File: config.mk
export PLATFORM = sky130hd
export DESIGN_NAME = mux_adc_seq
export DESIGN_NICKNAME = d
export VERILOG_FILES = /design/src/rtl/mseq_pkg.sv /design/src/rtl/mseq_cfg_pack.sv /design/src/rtl/mseq_serial.sv /design/src/rtl/mux_adc_seq.sv
export SDC_FILE = /design/constraint.sdc
export NUM_CORES = 1
export LEC_CHECK = 0
export BUFFER_PORTS_ARGS = -buffer_cell sky130_fd_sc_hd__buf_2
export CAP_MARGIN = 5
export CORE_UTILIZATION = 45
export CTS_BUF_LIST = sky130_fd_sc_hd__clkbuf_4 sky130_fd_sc_hd__clkbuf_8
export DETAILED_ROUTE_END_ITERATION = 10
export SLEW_MARGIN = 30
export SYNTH_ARGS = -nofsm -noshare
export SYNTH_HDL_FRONTEND = slang
export SYNTH_SLANG_ARGS = --single-unit
export TNS_END_PERCENT = 20
File: constraint.sdc
create_clock -name clk -period 5.7 [get_ports clk]
set_clock_uncertainty 0.1 [all_clocks]
set_input_delay 0.57 -clock clk [delete_from_list [all_inputs] [get_ports clk]]
set_output_delay 0.57 -clock clk [all_outputs]
set_load 0.005 [all_outputs]
File: src/rtl/mseq_pkg.sv
package mseq_pkg;

    localparam int CFG_BITS = 7;

    typedef enum logic [2:0] {
        ST_ACQ,
        ST_CONV,
        ST_IDLE,
        ST_FRAME,
        ST_WAKE
    } st_e;

    typedef struct packed {
        logic [2:0] chan;
        logic       diff;
        logic       bipolar;
        logic       com;
        logic       sleep;
    } req_t;

    typedef struct packed {
        logic [2:0] chan;
        logic       diff;
        logic       bipolar;
    } tag_t;

endpackage

File: src/rtl/mseq_cfg_pack.sv
module mseq_cfg_pack
    import mseq_pkg::*;
(
    input  req_t                req,
    output logic [CFG_BITS-1:0] word
);

    always_comb begin
        // order is decoded by the converter: sgl, odd, sel1, sel0, com, uni, slp
        word = {~req.diff,
                req.chan[0],
                req.chan[2],
                req.chan[1],
                req.com & ~req.diff,
                ~req.bipolar,
                req.sleep};
    end

endmodule

File: src/rtl/mseq_serial.sv
module mseq_serial #(
    parameter int RES_W    = 16,
    parameter int CFG_W    = 7,
    parameter int SCK_HALF = 4
) (
    input  logic             clk,
    input  logic             rst_n,
    input  logic             start,
    input  logic [CFG_W-1:0] cfg_word,
    input  logic             sdo,
    output logic             sck,
    output logic             sdi,
    output logic             done,
    output logic [RES_W-1:0] rx
);

    localparam int HW  = (SCK_HALF > 1) ? $clog2(SCK_HALF) : 1;
    localparam int BW  = $clog2(RES_W);
    localparam int PAD = RES_W - CFG_W;

    typedef struct packed {
        logic             active;
        logic             sck;
        logic [HW-1:0]    hcnt;
        logic [BW-1:0]    bcnt;
        logic [RES_W-1:0] tx;
        logic [RES_W-1:0] rx;
        logic             done;
    } ser_t;

    ser_t q, d;

    always_comb begin
        d      = q;
        d.done = 1'b0;
        if (!q.active) begin
            if (start) begin
                d.active = 1'b1;
                d.sck    = 1'b0;
                d.hcnt   = '0;
                d.bcnt   = '0;
                d.tx     = {cfg_word, {PAD{1'b0}}};
            end
        end else if (q.hcnt == HW'(SCK_HALF - 1)) begin
            d.hcnt = '0;
            if (!q.sck) begin
                d.sck = 1'b1;
                d.rx  = {q.rx[RES_W-2:0], sdo};
            end else begin
                d.sck = 1'b0;
                if (q.bcnt == BW'(RES_W - 1)) begin
                    d.active = 1'b0;
                    d.done   = 1'b1;
                    d.tx     = '0;
                end else begin
                    d.bcnt = q.bcnt + 1'b1;
                    d.tx   = {q.tx[RES_W-2:0], 1'b0};
                end
            end
        end else begin
            d.hcnt = q.hcnt + 1'b1;
        end
    end

    always_ff @(posedge clk or negedge rst_n) begin
        if (!rst_n) begin
            q <= '0;
        end else begin
            q <= d;
        end
    end

    assign sck  = q.sck;
    assign sdi  = q.tx[RES_W-1];
    assign done = q.done;
    assign rx   = q.rx;

endmodule

File: src/rtl/mux_adc_seq.sv
module mux_adc_seq
    import mseq_pkg::*;
#(
    parameter int RES_W    = 16,
    parameter int SCK_HALF = 4,
    parameter int CONV_CYC = 450,
    parameter int ACQ_CYC  = 188,
    parameter int WAKE_CYC = 7_500_000
) (
    input  logic             clk,
    input  logic             rst_n,
    input  logic             req_valid,
    output logic             req_ready,
    input  logic [2:0]       req_chan,
    input  logic             req_diff,
    input  logic             req_bipolar,
    input  logic             req_com,
    input  logic             req_sleep,
    output logic             res_valid,
    output logic [RES_W-1:0] res_data,
    output logic [2:0]       res_chan,
    output logic             res_diff,
    output logic             res_signed,
    output logic             adc_conv,
    output logic             adc_sck,
    output logic             adc_sdi,
    input  logic             adc_sdo
);

    localparam int M1      = (CONV_CYC > ACQ_CYC) ? CONV_CYC : ACQ_CYC;
    localparam int CNT_MAX = (WAKE_CYC > M1) ? WAKE_CYC : M1;
    localparam int CNT_W   = $clog2(CNT_MAX + 1);

    typedef struct packed {
        st_e              st;
        logic [CNT_W-1:0] cnt;
        logic             conv;
        logic             sh_vld;
        logic             sh_dump;
        tag_t             sh_tag;
        logic             wake_pend;
        tag_t             cur_tag;
        logic             cur_sleep;
        logic             res_vld;
        logic [RES_W-1:0] res_data;
        tag_t             res_tag;
    } ctl_t;

    // the dummy conversion is the first job: its result is marked for discard
    localparam ctl_t CTL_RST = '{
        st:        ST_ACQ,
        cnt:       '0,
        conv:      1'b0,
        sh_vld:    1'b1,
        sh_dump:   1'b1,
        sh_tag:    '0,
        wake_pend: 1'b1,
        cur_tag:   '0,
        cur_sleep: 1'b0,
        res_vld:   1'b0,
        res_data:  '0,
        res_tag:   '0
    };

    ctl_t q, d;

    req_t                req_in;
    logic [CFG_BITS-1:0] cfg_word;
    logic                eng_start;
    logic                eng_done;
    logic [RES_W-1:0]    eng_rx;

    assign req_in = '{chan: req_chan, diff: req_diff, bipolar: req_bipolar,
                      com: req_com, sleep: req_sleep};

    mseq_cfg_pack u_pack (
        .req  (req_in),
        .word (cfg_word)
    );

    assign eng_start = (q.st == ST_IDLE) && req_valid;

    mseq_serial #(
        .RES_W    (RES_W),
        .CFG_W    (CFG_BITS),
        .SCK_HALF (SCK_HALF)
    ) u_ser (
        .clk      (clk),
        .rst_n    (rst_n),
        .start    (eng_start),
        .cfg_word (cfg_word),
        .sdo      (adc_sdo),
        .sck      (adc_sck),
        .sdi      (adc_sdi),
        .done     (eng_done),
        .rx       (eng_rx)
    );

    always_comb begin
        d         = q;
        d.res_vld = 1'b0;
        unique case (q.st)
            ST_ACQ: begin
                if (q.cnt == CNT_W'(ACQ_CYC - 1)) begin
                    d.cnt  = '0;
                    d.conv = 1'b1;
                    d.st   = ST_CONV;
                end else begin
                    d.cnt = q.cnt + 1'b1;
                end
            end
            ST_CONV: begin
                if (q.cnt == CNT_W'(CONV_CYC - 1)) begin
                    d.cnt  = '0;
                    d.conv = 1'b0;
                    d.st   = ST_IDLE;
                end else begin
                    d.cnt = q.cnt + 1'b1;
                end
            end
            ST_IDLE: begin
                if (req_valid) begin
                    d.cur_tag   = '{chan: req_chan, diff: req_diff, bipolar: req_bipolar};
                    d.cur_sleep = req_sleep;
                    d.st        = ST_FRAME;
                end
            end
            ST_FRAME: begin
                if (eng_done) begin
                    d.res_vld  = q.sh_vld && !q.sh_dump;
                    d.res_data = eng_rx;
                    d.res_tag  = q.sh_tag;
                    d.cnt      = '0;
                    if (q.cur_sleep) begin
                        d.sh_vld    = 1'b0;
                        d.wake_pend = 1'b1;
                        d.st        = ST_IDLE;
                    end else begin
                        d.sh_vld    = 1'b1;
                        d.sh_dump   = 1'b0;
                        d.sh_tag    = q.cur_tag;
                        d.wake_pend = 1'b0;
                        d.st        = q.wake_pend ? ST_WAKE : ST_ACQ;
                    end
                end
            end
            ST_WAKE: begin
                if (q.cnt == CNT_W'(WAKE_CYC - 1)) begin
                    d.cnt = '0;
                    d.st  = ST_ACQ;
                end else begin
                    d.cnt = q.cnt + 1'b1;
                end
            end
            default: d.st = ST_IDLE;
        endcase
    end

    always_ff @(posedge clk or negedge rst_n) begin
        if (!rst_n) begin
            q <= CTL_RST;
        end else begin
            q <= d;
        end
    end

    assign req_ready  = (q.st == ST_IDLE);
    assign adc_conv   = q.conv;
    assign res_valid  = q.res_vld;
    assign res_data   = q.res_data;
    assign res_chan   = q.res_tag.chan;
    assign res_diff   = q.res_tag.diff;
    assign res_signed = q.res_tag.bipolar;

endmodule

==> results by group <==
Route
  • Residual DRC: 0
  • Pre-antenna DRT Iters: 4
  • Routed Antenna Nets: 0
  • Detailed Route WL: 8.945 mm
  • Starting DRT DRC Count: 210
  • Mean routed wirelength per cell: 14.79 µm
  • Vias per inst: 5.474
  • Vias post-DR: 3312

Pwr
  • Internal: 1.258 mW
  • Leakage: 2.498 nW
  • Flop pwr share: 49.5%
  • Total power: 1.917 mW
  • Sw Ratio: 34.39%
  • Psw: 659.3 µW
  • Clk network pwr share: 25.5%
  • Logic pwr share: 25.0%
  • Cell Pwr Density: 368.7 nW/µm²
  • Peak supply drop: 0.0002071 V

Place
  • DP Area: 4961 µm²
  • GP Congestion: 0.8568
  • Placed Cells: 589
  • IO buf count: 36
  • Post-DP HPWL: 6.061 mm

Worst setup path
  • CP bufs+invs: 1
  • Worst-path fanout max: 18
  • Cell family with most CP delay: simple AND/OR/NAND/NOR gates
  • CP startpoint kind: flop
  • Crit path arrival time: 2.99 ns
  • Critical path class: flop to flop
  • Critical Path End Type: flop
  • Worst EP required: 5.81 ns
  • CP max-delay cell: nor3_4
  • Crit path cell chain: ha_1, nand4_1, nor4b_1, a21oi_1, buf_4, nor3_4, o22ai_1
  • Crit-path max cell delay: 0.64 ns

Synth
  • Post-synthesis sequential area ratio: 53.72%
  • Synth Register Bits: 103
  • Number of synthesized flops with an enable pin: 0
  • Mapped Cells: 452
  • YS warnings: 0
  • Dominant synthesized flop cell: dfrtp_1
  • Distinct cells, synth: 55
  • Synth Cell Area: 4805 µm²
  • FFs w/ async S/R, synth: 100.0%
  • Syn_nets: 467
  • Avg Cell Area, Syn: 10.63 µm²

Timing
  • Hold_ws: 0.04685 ns
  • Slew margin rel.: 41.77%
  • Worst-Margin Slew: 0.8663 ns
  • Final hold viol count: 0
  • Minimum clock period: 2.875 ns
  • Slew Viols, Final: 0
  • Setup Viol. Count Final: 0
  • RSZ-0062 raised after global routing: no
  • Post-Route Setup TNS: 0 ns
  • Final period util: 50.43%
  • Fmax: 347.9 MHz

Clock network
  • CTS Hold Buffers Added: 0
  • CTS tree: built
  • Skew-Pair Late Insertion Delay: 0.38 ns
  • TritonCTS Buffers: 9
  • Clock Tree Root: clkbuf_8
  • CTS H-tree lvls: 3
  • Max clock buf depth: 2
  • Post-CTS Setup Inserts: 0
  • Post-CTS resize count: 0
  • CTS Sinks: 103
  • CTS clk-pin slew, worst paths: 0.10 ns

Finish
  • Share of layout cells above drive strength 1: 24.73%
  • # fillers: 940
  • Final Cell Area: 5199 µm²
  • Nets: 479
  • Multi-input gate area: 1977 µm²
  • Register area: 2581 µm²
  • Diode count: 0
  • Post-route insts no fill: 605
  • Area delta synth->final: 8.203%

Floorplanning
  • Die span in y: 105.3 µm
  • Core Box Area: 10320 µm²
  • Top-level I/O count: 37
  • DIE WIDTH: 105.3 µm
  • Full die area: 11090 µm²
  • Starting Density: 46.54%
  • # rows: 37

Global routing
  • Gr usage total: 17.32%
  • Vias in the first global route: 3134
  • First-pass GRT wire length: 15.36 mm
  • Total gr overflow: 0
  • Initial antenna violation count: 0
  • Largest net degree at the start of global routing: 68

Flow run
  • Max cap viols: 0

Hold path
  • Worst Hold Class: primary input to asynchronous set/reset pin

Status
  • Outcome: completed
[final timing paths]
kind,start,endpoint,slack (ns),depth (start not counted)
max,q[37]$_DFFE_PN0P_,q[49]$_DFFE_PN0P_,2.83,7
min,rst_n,q[43]$_DFFE_PN0P_,0.05,1
max reg2reg,q[37]$_DFFE_PN0P_,q[49]$_DFFE_PN0P_,2.83,7
min reg2reg,u_ser.done$_DFF_PN0_,q[28]$_DFFE_PN1P_,0.33,1
max in group asynchronous,rst_n,q[53]$_DFFE_PN0P_,4.24,2
min in group clk,req_sleep,q[22]$_DFFE_PN0P_,0.32,3
[cell usage after synthesis, types with 5 or more instances]
cell type,instances,share of area (%)
inv_1,7,0.55
o22ai_1,8,1.0
nor3_1,15,1.6
nand4_1,5,0.65
nand2_1,69,5.4
clkbuf_1,15,1.2
and3_1,10,1.3
dfrtp_1,100,52
nand3_1,26,2.7
mux2i_1,5,1.0
nor2_1,26,2.0
buf_4,19,3.0
mux2_2,44,10
a21oi_1,6,0.63
o21ai_0,23,2.4
[cell type report]
class / instances / share of cell area, %
timing repair buffer: 41 / 4.236
clock buffer: 9 / 2.383
multi-input combinational: 302 / 38.03
inverter: 7 / 0.5054
clock inverter: 7 / 1.925
sequential: 103 / 49.65
tap: 136 / 3.273
[power by group through the flow]
stage	Combinational (mW)	Clock [mW]	Sequential [mW]
2_1_floorplan	0.385	0	0.924
3_3_place_gp	0.470	0	0.957
3_5_place_dp	0.475	0	0.962
4_1_cts	0.477	0.506	0.947
5_1_grt	0.548	0.532	0.967
6_report	0.480	0.489	0.948
[metrics by stage]
stage	util, %	setup slack [ns]
2_1_floorplan	-	3.425
3_3_place_gp	47.98	2.933
3_5_place_dp	48.05	2.878
4_1_cts	50.22	2.849
5_1_grt	50.36	2.538
6_report	50.36	2.825
[cells in the final DEF (no fill, tap or decap), types with 4 or more instances in the layout]
| master | synthesis | layout |
|---|---|---|
| nand4_1 | 5 | 5 |
| or2_2 | 4 | 4 |
| nand2_1 | 69 | 69 |
| nor3_1 | 15 | 15 |
| o22ai_1 | 8 | 8 |
| mux2_2 | 44 | 44 |
| o32ai_1 | 4 | 4 |
| clkbuf_8 | 0 | 9 |
| mux2i_1 | 5 | 5 |
| buf_2 | 4 | 35 |
| dfrtp_1 | 100 | 100 |
| ha_1 | 4 | 4 |
| buf_4 | 19 | 6 |
| o21ai_0 | 23 | 23 |
| nand3_1 | 26 | 26 |
| a21oi_1 | 6 | 6 |
| inv_1 | 7 | 7 |
| and3_1 | 10 | 10 |
| nor2_1 | 26 | 26 |
[state kept, by name (all words and copies together) (netlist names)]
signal and flops:
q 40, u_ser.q 21, res_data 16, u_ser.rx 16, res_chan 3, adc_conv 1, res_diff 1, res_signed 1
res_valid 1, u_ser.done 1, u_ser.sck 1, u_ser.sdi 1
[kinds of logic (layout without fill, tap and decap cells)]
kind of cell    after synthesis  in the layout  share of synthesized area, %
compound gates               62             62                         8.646
xor+xnor                      4              4                        0.7293
fa+ha+maj                     4              4                         1.042
buf+inv                      47             64                         5.417
flops                       103            103                         53.72
mux                          49             49                         11.35
simple gates                183            183                         19.09
[metal layers]
| layer | part of all wire [%] | vias to the layer above | global-route usage (%) |
|---|---|---|---|
| li1 | - | 1611 | - |
| met1 | 48 | 1609 | 24.95 |
| met2 | 45 | 80 | 26.22 |
| met3 | 4.7 | 12 | 3.401 |
| met4 | 1.6 | 0 | 5.734 |
| met5 | 0 | - | 0 |
Note: power is estimated with default switching activity, not from simulation.
